**config.mk**
```make
export PLATFORM = sky130hd
export DESIGN_NAME = useq_top
export DESIGN_NICKNAME = d
export VERILOG_FILES = /design/src/rtl/useq_pkg.sv /design/src/rtl/useq_store.sv /design/src/rtl/useq_next.sv /design/src/rtl/useq_fdec.sv /design/src/rtl/useq_top.sv
export SDC_FILE = /design/constraint.sdc
export NUM_CORES = 1
export LEC_CHECK = 0
export ABC_AREA = 1
export CORE_ASPECT_RATIO = 1.75
export CORE_MARGIN = 2
export CORE_UTILIZATION = 57
export DETAILED_ROUTE_END_ITERATION = 8
export DONT_BUFFER_PORTS = 1
export MAX_ROUTING_LAYER = met4
export PLACE_DENSITY = 0.75
export SYNTH_ARGS = -nofsm -noshare
export SYNTH_HDL_FRONTEND = slang
export SYNTH_SLANG_ARGS = --single-unit
```
**constraint.sdc**
```tcl
create_clock -name clk -period 1.9 [get_ports clk]
set_input_delay 0.38 -clock clk [delete_from_list [all_inputs] [get_ports clk]]
set_output_delay 0.38 -clock clk [all_outputs]
set_load 0.1 [all_outputs]
```
**src/rtl/useq_pkg.sv**
```systemverilog
package useq_pkg;
   localparam int SRC_W  = 3;
   localparam int DST_W  = 3;
   localparam int ALU_W  = 3;
   localparam int MEM_W  = 2;
   localparam int COND_W = 2;
   localparam int NXT_W  = 5;
   localparam int WORD_W = SRC_W + DST_W + ALU_W + MEM_W + COND_W + NXT_W;

   typedef enum logic [COND_W-1:0] {
      SQ_JUMP = 2'd0,
      SQ_DISP = 2'd1,
      SQ_IND  = 2'd2,
      SQ_IRQ  = 2'd3
   } seq_sel_e;

   typedef struct packed {
      logic [SRC_W-1:0] src;
      logic [DST_W-1:0] dst;
      logic [ALU_W-1:0] alu;
      logic [MEM_W-1:0] mem;
      seq_sel_e         cond;
      logic [NXT_W-1:0] nxt;
   } uword_t;

   function automatic uword_t mk(input int s, input int d, input int a,
                                 input int m, input seq_sel_e c, input int n);
      uword_t w;
      w.src  = SRC_W'(s);
      w.dst  = DST_W'(d);
      w.alu  = ALU_W'(a);
      w.mem  = MEM_W'(m);
      w.cond = c;
      w.nxt  = NXT_W'(n);
      return w;
   endfunction

   function automatic uword_t cs_word(input int adr);
      case (adr)
         0:  return mk(1, 1, 0, 0, SQ_IRQ, 28);
         1:  return mk(0, 0, 2, 1, SQ_JUMP, 2);
         2:  return mk(2, 2, 0, 0, SQ_IND, 24);
         3:  return mk(0, 0, 0, 0, SQ_DISP, 0);
         8:  return mk(3, 1, 0, 0, SQ_JUMP, 9);
         9:  return mk(0, 0, 0, 1, SQ_JUMP, 10);
         10: return mk(2, 4, 0, 0, SQ_JUMP, 0);
         12: return mk(3, 1, 0, 0, SQ_JUMP, 13);
         13: return mk(4, 5, 0, 0, SQ_JUMP, 14);
         14: return mk(0, 0, 0, 2, SQ_JUMP, 0);
         16: return mk(3, 1, 0, 0, SQ_JUMP, 17);
         17: return mk(0, 0, 0, 1, SQ_JUMP, 18);
         18: return mk(2, 6, 1, 0, SQ_JUMP, 19);
         19: return mk(5, 4, 0, 0, SQ_JUMP, 0);
         20: return mk(3, 3, 0, 0, SQ_JUMP, 0);
         24: return mk(3, 1, 0, 0, SQ_JUMP, 25);
         25: return mk(0, 0, 0, 1, SQ_JUMP, 26);
         26: return mk(2, 2, 0, 0, SQ_DISP, 0);
         28: return mk(0, 0, 3, 0, SQ_JUMP, 29);
         29: return mk(6, 1, 0, 0, SQ_JUMP, 30);
         30: return mk(1, 5, 0, 2, SQ_JUMP, 31);
         31: return mk(7, 3, 0, 0, SQ_JUMP, 0);
         default: return mk(0, 0, 0, 0, SQ_JUMP, 0);
      endcase
   endfunction
endpackage

```
**src/rtl/useq_store.sv**
```systemverilog
module useq_store
   import useq_pkg::*;
#(
   parameter int UA_W = 5
) (
   input  logic [UA_W-1:0] addr_i,
   output uword_t          word_o
);
   if (UA_W < NXT_W) begin : g_chk
      $error("useq_store: UA_W too small for the routine layout");
   end

   always_comb word_o = cs_word(int'(addr_i));
endmodule

```
**src/rtl/useq_next.sv**
```systemverilog
module useq_next
   import useq_pkg::*;
#(
   parameter int UA_W      = 5,
   parameter int OPC_W     = 2,
   parameter int DISP_BASE = 8,
   parameter int SLOT_LG   = 2
) (
   input  logic [UA_W-1:0]  uar_i,
   input  seq_sel_e         cond_i,
   input  logic [NXT_W-1:0] nxt_i,
   input  logic [OPC_W-1:0] opcode_i,
   input  logic             ind_i,
   input  logic             irq_i,
   output logic [UA_W-1:0]  next_o
);
   localparam int SPAN = DISP_BASE + ((1 << OPC_W) << SLOT_LG);

   if (SPAN > (1 << UA_W)) begin : g_chk
      $error("useq_next: dispatch table exceeds the control store");
   end

   logic [UA_W-1:0] disp_a, jump_a, seq_a;

   always_comb begin
      disp_a = UA_W'(DISP_BASE) + (UA_W'(opcode_i) << SLOT_LG);
      jump_a = UA_W'(nxt_i);
      seq_a  = uar_i + UA_W'(1);
      unique case (cond_i)
         SQ_JUMP: next_o = jump_a;
         SQ_DISP: next_o = disp_a;
         SQ_IND:  next_o = ind_i ? jump_a : seq_a;
         SQ_IRQ:  next_o = irq_i ? jump_a : seq_a;
         default: next_o = jump_a;
      endcase
   end
endmodule

```
**src/rtl/useq_fdec.sv**
```systemverilog
module useq_fdec #(
   parameter int W   = 3,
   parameter bit REG = 1'b0
) (
   input  logic                clk,
   input  logic                rst,
   input  logic [W-1:0]        code_i,
   output logic [(1<<W)-2:0]   line_o
);
   localparam int N = (1 << W) - 1;

   if (W < 1) begin : g_chk
      $error("useq_fdec: field width must be at least one bit");
   end

   logic [N-1:0] dec;

   for (genvar k = 0; k < N; k++) begin : g_line
      assign dec[k] = (code_i == W'(k + 1));
   end

   if (REG) begin : g_reg
      always_ff @(posedge clk or posedge rst) begin
         if (rst) line_o <= '0;
         else     line_o <= dec;
      end
   end else begin : g_comb
      assign line_o = dec;
   end

   AST_FIELD_EXCL: assert property (@(posedge clk) disable iff (rst)
      $onehot0(line_o)) else $error("field drives more than one command");
endmodule

```
**src/rtl/useq_top.sv**
```systemverilog
module useq_top
   import useq_pkg::*;
#(
   parameter int UA_W      = 5,
   parameter int OPC_W     = 2,
   parameter int DISP_BASE = 8,
   parameter int SLOT_LG   = 2,
   parameter bit DEC_REG   = 1'b0
) (
   input  logic                        clk,
   input  logic                        rst,
   input  logic [OPC_W-1:0]            opcode_i,
   input  logic                        indirect_i,
   input  logic                        irq_pend_i,
   output logic [UA_W-1:0]             upc_o,
   output logic [(1<<SRC_W)-2:0]       src_en_o,
   output logic [(1<<DST_W)-2:0]       dst_ld_o,
   output logic [(1<<ALU_W)-2:0]       alu_cmd_o,
   output logic [(1<<MEM_W)-2:0]       mem_cmd_o
);
   if (UA_W < NXT_W) begin : g_chk
      $error("useq_top: microaddress narrower than next-address field");
   end

   logic [UA_W-1:0] uar, nxt_a;
   uword_t          uir, rom_w;

   useq_next #(.UA_W(UA_W), .OPC_W(OPC_W), .DISP_BASE(DISP_BASE), .SLOT_LG(SLOT_LG)) u_next (
      .uar_i(uar), .cond_i(uir.cond), .nxt_i(uir.nxt), .opcode_i(opcode_i),
      .ind_i(indirect_i), .irq_i(irq_pend_i), .next_o(nxt_a));

   useq_store #(.UA_W(UA_W)) u_store (.addr_i(nxt_a), .word_o(rom_w));

   always_ff @(posedge clk or posedge rst) begin
      if (rst) begin
         uar <= '0;
         uir <= cs_word(0);
      end else begin
         uar <= nxt_a;
         uir <= rom_w;
      end
   end

   assign upc_o = uar;

   useq_fdec #(.W(SRC_W), .REG(DEC_REG)) u_src (.clk(clk), .rst(rst), .code_i(uir.src), .line_o(src_en_o));
   useq_fdec #(.W(DST_W), .REG(DEC_REG)) u_dst (.clk(clk), .rst(rst), .code_i(uir.dst), .line_o(dst_ld_o));
   useq_fdec #(.W(ALU_W), .REG(DEC_REG)) u_alu (.clk(clk), .rst(rst), .code_i(uir.alu), .line_o(alu_cmd_o));
   useq_fdec #(.W(MEM_W), .REG(DEC_REG)) u_mem (.clk(clk), .rst(rst), .code_i(uir.mem), .line_o(mem_cmd_o));

   AST_RESET_FETCH: assert property (@(posedge clk) disable iff (rst)
      $past(rst) |-> (uar == '0)) else $error("not at fetch entry after reset");
   AST_WORD_MATCH: assert property (@(posedge clk) disable iff (rst)
      uir == cs_word(int'(uar))) else $error("microinstruction register out of step");
   AST_JUMP_FIELD: assert property (@(posedge clk) disable iff (rst)
      (uir.cond == SQ_JUMP) |=> (uar == UA_W'($past(uir.nxt)))) else $error("jump target wrong");
   AST_DISPATCH: assert property (@(posedge clk) disable iff (rst)
      (uir.cond == SQ_DISP) |=> (uar == UA_W'(DISP_BASE) + (UA_W'($past(opcode_i)) << SLOT_LG)))
      else $error("dispatch target wrong");
   AST_IND_BRANCH: assert property (@(posedge clk) disable iff (rst)
      (uir.cond == SQ_IND) |=> (uar == ($past(indirect_i) ? UA_W'($past(uir.nxt)) : $past(uar) + UA_W'(1))))
      else $error("indirect branch wrong");
   AST_IRQ_BRANCH: assert property (@(posedge clk) disable iff (rst)
      (uir.cond == SQ_IRQ) |=> (uar == ($past(irq_pend_i) ? UA_W'($past(uir.nxt)) : $past(uar) + UA_W'(1))))
      else $error("interrupt branch wrong");
endmodule

```
==> results.json, run 1 <==
{
  "status": "finished, violations left",
  "violations": "negative setup slack",
  "layout.cells.non_filler": 300,
  "cts_sinks": 22,
  "cts_tree": "built",
  "coreArea_um2": 2720,
  "cp-end-kind": "flip-flop",
  "overflow": 0,
  "route.detailed.drc": 0,
  "die_w_um": 44.3,
  "htreeDepth": 1,
  "fin_nets": 287,
  "clk_latency_ps": 270,
  "maxCapViolCount": 0,
  "reg2reg_slack_ps": -350,
  "min_period_ps": 2250,
  "grt_first_pass_wirelength_um": 7980,
  "crit_slowest_cell": "dfstp_2",
  "track_usage": 0.344,
  "start_util": 0.596,
  "dp_cells": 282,
  "grt_pass1_vias": 1696,
  "cp_data_required_time_ps": 2100,
  "final_common_cell": "nand2_1",
  "timing_hold_violations_final": 0,
  "dieArea_um2": 3300,
  "fmax_ghz": 0.444,
  "rows": 25,
  "slew_headroom": 0.472,
  "wl_per_cell_um": 26.9,
  "clockBufferDepth": 2,
  "wl_um": 8080,
  "final_max_slew_viol_count": 0,
  "dp_hpwl_um": 3680,
  "grt_setup_unrepaired": "yes",
  "drt_iter0_markers": 248,
  "synth_warnings": 0,
  "netlist_area_um2": 1620,
  "cts.clk_slew.worst_paths_ps": 80,
  "finClkSkew_ps": 2.90,
  "ioPinCount": 35,
  "dr.pass1.iters": 8,
  "crit_chain": "nand2_1 -> nand3b_1 -> nand2_2 -> nor2_4 -> inv_2 -> ha_2 -> inv_1 -> o21ai_0 -> nand2_1 -> nand2_1",
  "antenna_found_initial": 0,
  "fin_crit_sh": 1.19,
  "ys_seq_area_frac": 0.345,
  "synth_area_leaders": "dfrtp_1 (23%), dfstp_2 (11%), nand3_1 (11%), nand2_1 (11%), inv_1 (7.6%)",
  "antenna_cells": 0,
  "vias": 2116,
  "die_h_um": 74.6,
  "post_synth.cell_area_avg_um2": 7.21,
  "critical_path_class": "flip-flop to flip-flop",
  "finalWeightedCongestion": 1.09,
  "cpPeakStageDelay_ps": 640,
  "tightest_slew_ps": 792,
  "portBuffers": 0,
  "synth_top_cell_by_area": "dfrtp_1",
  "yosys_register_bits": 22,
  "fillers": 36,
  "synth_cell_types": 26,
  "grt_start_max_net_pins": 22,
  "clock-root-buffer": "clkbuf_8",
  "yosysTopAreaCellShare": 0.231,
  "synthCells": 225,
  "crit_path_start_kind": "flip-flop",
  "areaGrowthSynthToFinish_pct": 64.2,
  "antenna_left": 0,
  "drive_above_1_share": 0.542,
  "layout_common_cells": "nand2_1 (42), buf_4 (34), nand3_1 (23)",
  "viasPerCell": 7.05,
  "cts_buffers": 3,
  "cp_data_arrival_time_ps": 2460,
  "setup_ws_ps": -353,
  "hold_class": "input pin to asynchronous set/reset pin",
  "crit_fanout": 6,
  "path_common_cell": "nand2_1",
  "setup_violations": 19
}
==> path summary, 6_finish.rpt <==
kind                                  start                 end  cells past startpoint
min in group clk                 indirect_i  upc_o[1]$_DFF_PP0_                      5
hold / removal                          rst   uir[16]$_DFF_PP0_                      1
hold reg to reg            uir[1]$_DFF_PP0_  upc_o[1]$_DFF_PP0_                      2
max in group asynchronous               rst    uir[4]$_DFF_PP1_                      2
setup reg to reg           uir[5]$_DFF_PP1_   uir[14]$_DFF_PP0_                     10
setup / recovery           uir[5]$_DFF_PP1_   uir[14]$_DFF_PP0_                     10
==> logic make-up (layout without fill, tap and decap cells) <==
| group | Yosys count | count (layout) | share of synthesized area |
|---|---|---|---|
| flip-flops | 22 | 22 | 0.345 |
| AO/OA/AOI/OAI | 16 | 16 | 0.0579 |
| other | 1 | 4 | 0.00231 |
| adder cells (fa/ha/maj) | 7 | 7 | 0.0540 |
| AND/OR/NAND/NOR | 131 | 131 | 0.394 |
| buffers and inverters | 46 | 91 | 0.137 |
| XOR/XNOR | 2 | 2 | 0.0108 |
==> final cells by class <==
class                           instances  area, um^2  area share
Multi-Input combinational cell        160        1240       0.467
Timing Repair Buffer                   51         592       0.222
Sequential cell                        22         574       0.216
Inverter                               36         164      0.0616
Clock buffer                            4        55.1      0.0207
Tap cell                               27        33.8      0.0127
==> worst max-delay path, delay by kind of cell, from the launching register on <==
kind,cells,cell delay [ps]
buf+inv,2,210
flops,1,640
fa+ha+maj,1,260
compound gates,1,290
simple gates,6,780
==> stage by stage <==
stage                     TNS [ps]  worst slack (ps)  cell area (um^2)  utilization  hold slack (ps)
after global routing         -3000              -347              2660        0.978              217
after floorplan              -3550              -304              1770            -              364
after global placement           0              53.1              2270        0.833              401
after detailed placement      -167             -43.3              2270        0.833              417
after CTS                    -1.95             -1.95              2370        0.870              132
final                        -2530              -353              2660        0.978              134
==> what timing repair did <==
action	in CTS	in global routing
pin swaps	4	10
cloned	0	1
resized for setup	7	53
buffers inserted	3	10
endpoints found under the setup margin	7	27
hold buffers	0	0
==> sequential cells by signal (all words and copies together), names as in the netlist <==
signal and flops:
upc_o 5, uir 17
==> synthesized netlist by cell type <==
library cell,count
nand3_2,1
nand2_2,5
a21oi_2,1
inv_1,33
nor2_1,16
o21ai_0,6
xnor2_1,1
a21oi_1,4
nand4_1,3
o21ai_2,2
dfrtp_1,15
dfstp_2,7
nand3_1,36
nand2_1,47
o22ai_1,2
nand2_4,5
buf_4,7
nor2_4,2
nor3_1,15
xor2_1,1
buf_6,3
inv_2,3
ha_1,7
nand3b_1,1
o21ai_1,1
conb_1,1
==> metal layers <==
layer  GRT usage  up-vias  wire, um
li1            -      809         -
met1       0.364      975      2430
met2       0.608      232      3860
met3      0.0413      100       914
met4       0.178        0       880
met5           -        -         0
Power of run 1 is not shown: default switching activity piles up to over one toggle a cycle in this logic, so the estimate is an artifact.
==> inputs of run 2 (changes only) <==
--- a/config.mk
+++ b/config.mk
@@ -9,9 +9,9 @@
 export CORE_ASPECT_RATIO = 1.75
 export CORE_MARGIN = 2
 export CORE_UTILIZATION = 57
+export CTS_CLUSTER_DIAMETER = 40
 export DETAILED_ROUTE_END_ITERATION = 8
 export DONT_BUFFER_PORTS = 1
-export MAX_ROUTING_LAYER = met4
 export PLACE_DENSITY = 0.75
 export SYNTH_ARGS = -nofsm -noshare
 export SYNTH_HDL_FRONTEND = slang
==> run 2 against run 1 <==
The flow now stops in 5_1_grt; synthesized cell count stayed put; area after synthesis is the same.
==> results.json, run 2 <==
{
  "synth_flop_cell": "dfrtp_1",
  "synth_edf_count": 0,
  "dp_hpwl_um": 3600,
  "ioPinCount": 35,
  "yosys_register_bits": 22,
  "toolErrorMsg": "[ERROR DPL-0038] Utilization greater than 100%, impossible to legalize",
  "clockBufferDepth": 2,
  "synth_cell_types": 26,
  "synth.most_common_cell": "nand2_1",
  "die_h_um": 74.6,
  "netlist_area_um2": 1620,
  "post_synth.cell_area_avg_um2": 7.21,
  "synth_warnings": 0,
  "cts_buffers": 3,
  "rows": 25,
  "status": "aborted with a tool error",
  "clock-root-buffer": "clkbuf_8",
  "cts_sinks": 22,
  "place_area_um2": 2270,
  "ys_async_sr_fraction": 1.00,
  "grt_start_max_net_pins": 22,
  "yosysTopAreaCellShare": 0.231,
  "yosys-top-cells-count": "nand2_1 (47), nand3_1 (36), inv_1 (33)",
  "die_w_um": 44.3,
  "htreeDepth": 1,
  "cts-hold-fix-buffers": 0,
  "worst-ep-kind": "register input",
  "grt-worst-endpoint": "uir[15]$_DFF_PP1_/D",
  "portBuffers": 0,
  "synthCells": 225,
  "haltStage": "5_1_grt",
  "ys_seq_area_frac": 0.345,
  "synth_top_cell_by_area": "dfrtp_1",
  "finalWeightedCongestion": 0.976,
  "synth_area_leaders": "dfrtp_1 (23%), dfstp_2 (11%), nand3_1 (11%), nand2_1 (11%), inv_1 (7.6%)",
  "start_util": 0.596
}
[run 2: timing repair]
| action | 4_1_cts |
|---|---|
| endpoints found under the setup margin | 11 |
| buffers inserted | 2 |
| pin swaps | 1 |
| gates resized for setup | 11 |
[run 2: per-stage QoR]
step	setup slack (ps)	cells
3_3_place_gp	43.3	283
2_1_floorplan	-304	228
3_5_place_dp	-83.0	283
4_1_cts	9.10	289
[run 2: kinds of logic after synthesis]
kind of cell / share of synthesized area
AND/OR/NAND/NOR: 0.394
buffers and inverters: 0.137
XOR/XNOR: 0.0108
other: 0.00231
AO/OA/AOI/OAI: 0.0579
adder cells (fa/ha/maj): 0.0540
flip-flops: 0.345
==> inputs of run 3 (changes only) <==
--- a/config.mk
+++ b/config.mk
@@ -6,13 +6,11 @@
 export NUM_CORES = 1
 export LEC_CHECK = 0
 export ABC_AREA = 1
-export CORE_ASPECT_RATIO = 1.75
 export CORE_MARGIN = 2
-export CORE_UTILIZATION = 57
-export CTS_CLUSTER_DIAMETER = 40
+export CORE_UTILIZATION = 40
 export DETAILED_ROUTE_END_ITERATION = 8
 export DONT_BUFFER_PORTS = 1
-export PLACE_DENSITY = 0.75
+export PLACE_DENSITY_LB_ADDON = 0.15
 export SYNTH_ARGS = -nofsm -noshare
 export SYNTH_HDL_FRONTEND = slang
 export SYNTH_SLANG_ARGS = --single-unit
==> constraint.sdc (replaced) <==
create_clock -name clk -period 2.5 [get_ports clk]
set_input_delay 0.5 -clock clk [delete_from_list [all_inputs] [get_ports clk]]
set_output_delay 0.5 -clock clk [all_outputs]
set_load 0.1 [all_outputs]
==> run 3 against run 2 <==
The flow now finishes without violations.
==> results.json, run 3 (same netlist as run 1, synthesis figures left out) <==
{
  "portBuffers": 0,
  "crit_path_start": "uir[6]$_DFF_PP1_",
  "viasPerCell": 5.00,
  "dieArea_um2": 4580,
  "start_util": 0.411,
  "drt_iter0_markers": 72,
  "min_period_ps": 2240,
  "crit_path_start_kind": "flip-flop",
  "track_usage": 0.177,
  "cp_data_arrival_time_ps": 2440,
  "cts_buffers": 3,
  "wl_per_cell_um": 12.2,
  "fin_crit_sh": 0.894,
  "final_common_cell": "nand2_1",
  "ioPinCount": 35,
  "rows": 23,
  "pre_cts_ws_ps": 248,
  "cts_tree": "built",
  "wl_um": 3650,
  "slew_headroom": 0.480,
  "reg2reg_slack_ps": 260,
  "grt_pass1_vias": 1348,
  "dp_hpwl_um": 2920,
  "areaGrowthSynthToFinish_pct": 35.7,
  "htreeDepth": 1,
  "clk_latency_ps": 260,
  "grt_first_pass_wirelength_um": 6140,
  "dr.pass1.iters": 4,
  "fillers": 364,
  "antenna_cells": 0,
  "whs_ps": 268,
  "clock-root-buffer": "clkbuf_8",
  "critical_path_class": "flip-flop to flip-flop",
  "setup_violations": 0,
  "overflow": 0,
  "layout_common_cells": "nand2_1 (47), nand3_1 (36), inv_1 (32)",
  "vias": 1490,
  "clockBufferDepth": 2,
  "antenna_found_initial": 0,
  "fmax_ghz": 0.447,
  "timing_hold_violations_final": 0,
  "cp-end-kind": "flip-flop",
  "hold_class": "input pin to asynchronous set/reset pin",
  "die_w_um": 67.7,
  "status": "completed",
  "grt_start_max_net_pins": 23,
  "layout.cells.non_filler": 298,
  "finalWeightedCongestion": 0.959,
  "final_max_slew_viol_count": 0,
  "setup_ws_ps": 264,
  "cts.clk_slew.worst_paths_ps": 80,
  "cp_data_required_time_ps": 2700,
  "largest_reg_flops": 17,
  "finClkSkew_ps": 1.20,
  "crit_fanout": 8,
  "maxCapViolCount": 0,
  "cts_setup_buffers": 0,
  "dp_cells": 294,
  "r2r_start": "uir[6]$_DFF_PP1_",
  "coreArea_um2": 3940,
  "route.detailed.drc": 0,
  "drive_above_1_share": 0.302,
  "crit_slowest_cell": "dfstp_2",
  "tightest_slew_ps": 779,
  "crit_chain": "inv_1 -> nand2_4 -> nand3_1 -> nand2_1 -> nand2_2 -> inv_2 -> ha_1 -> inv_1 -> nand2_1 -> nand3_1 -> nor2_4 -> inv_1 -> nand3_1",
  "setup-tns-final_ps": 0,
  "die_h_um": 67.7,
  "antenna_left": 0,
  "cpPeakStageDelay_ps": 610,
  "cts_sinks": 22,
  "grt_setup_unrepaired": "no",
  "regMostFlops": "uir",
  "fin_nets": 262
}
run 3: critical path: cells and delay by family (launching register included):
kind | cells | cell delay (ps)
DFF | 1 | 610
buffers and inverters | 4 | 410
adders and majority gates | 1 | 200
and+or+nand+nor | 8 | 950
run 3: stage by stage:
stage | util | cell area, um^2
after floorplan | - | 1630
after global placement | 0.540 | 2130
after detailed placement | 0.540 | 2130
after CTS | 0.558 | 2200
after global routing | 0.558 | 2200
final | 0.558 | 2200
run 3: final timing paths:
kind | endpoint | depth (start not counted)
max | uir[3]$_DFF_PP1_ | 13
min | uir[9]$_DFF_PP0_ | 1
max reg2reg | uir[3]$_DFF_PP1_ | 13
min reg2reg | upc_o[1]$_DFF_PP0_ | 2
max in group asynchronous | uir[1]$_DFF_PP0_ | 1
min in group clk | upc_o[1]$_DFF_PP0_ | 2
run 3: layout make-up:
cell class / count / area, um^2 / area share
well taps: 50 / 62.6 / 0.0284
multi-input cells: 160 / 932 / 0.424
repair buffers: 26 / 440 / 0.200
clock inverters: 1 / 30.0 / 0.0136
clock buffers: 3 / 41.3 / 0.0188
inverters: 36 / 135 / 0.0614
flip-flops and latches: 22 / 559 / 0.254
run 3: what timing repair did:
| action | CTS | global route |
|---|---|---|
| resized for setup | 0 | 1 |
| hold buffers | 0 | 0 |
| setup endpoints to repair | 0 | 1 |
run 3: layer usage:
layer / up-vias / track usage / part of all wire
li1: 761 / - / -
met1: 685 / 0.248 / 0.46
met2: 39 / 0.283 / 0.48
met3: 5 / 0.0200 / 0.050
met4: 0 / 0.0561 / 0.013
met5: - / 0 / 0
Power of run 3 is left out for the same reason.
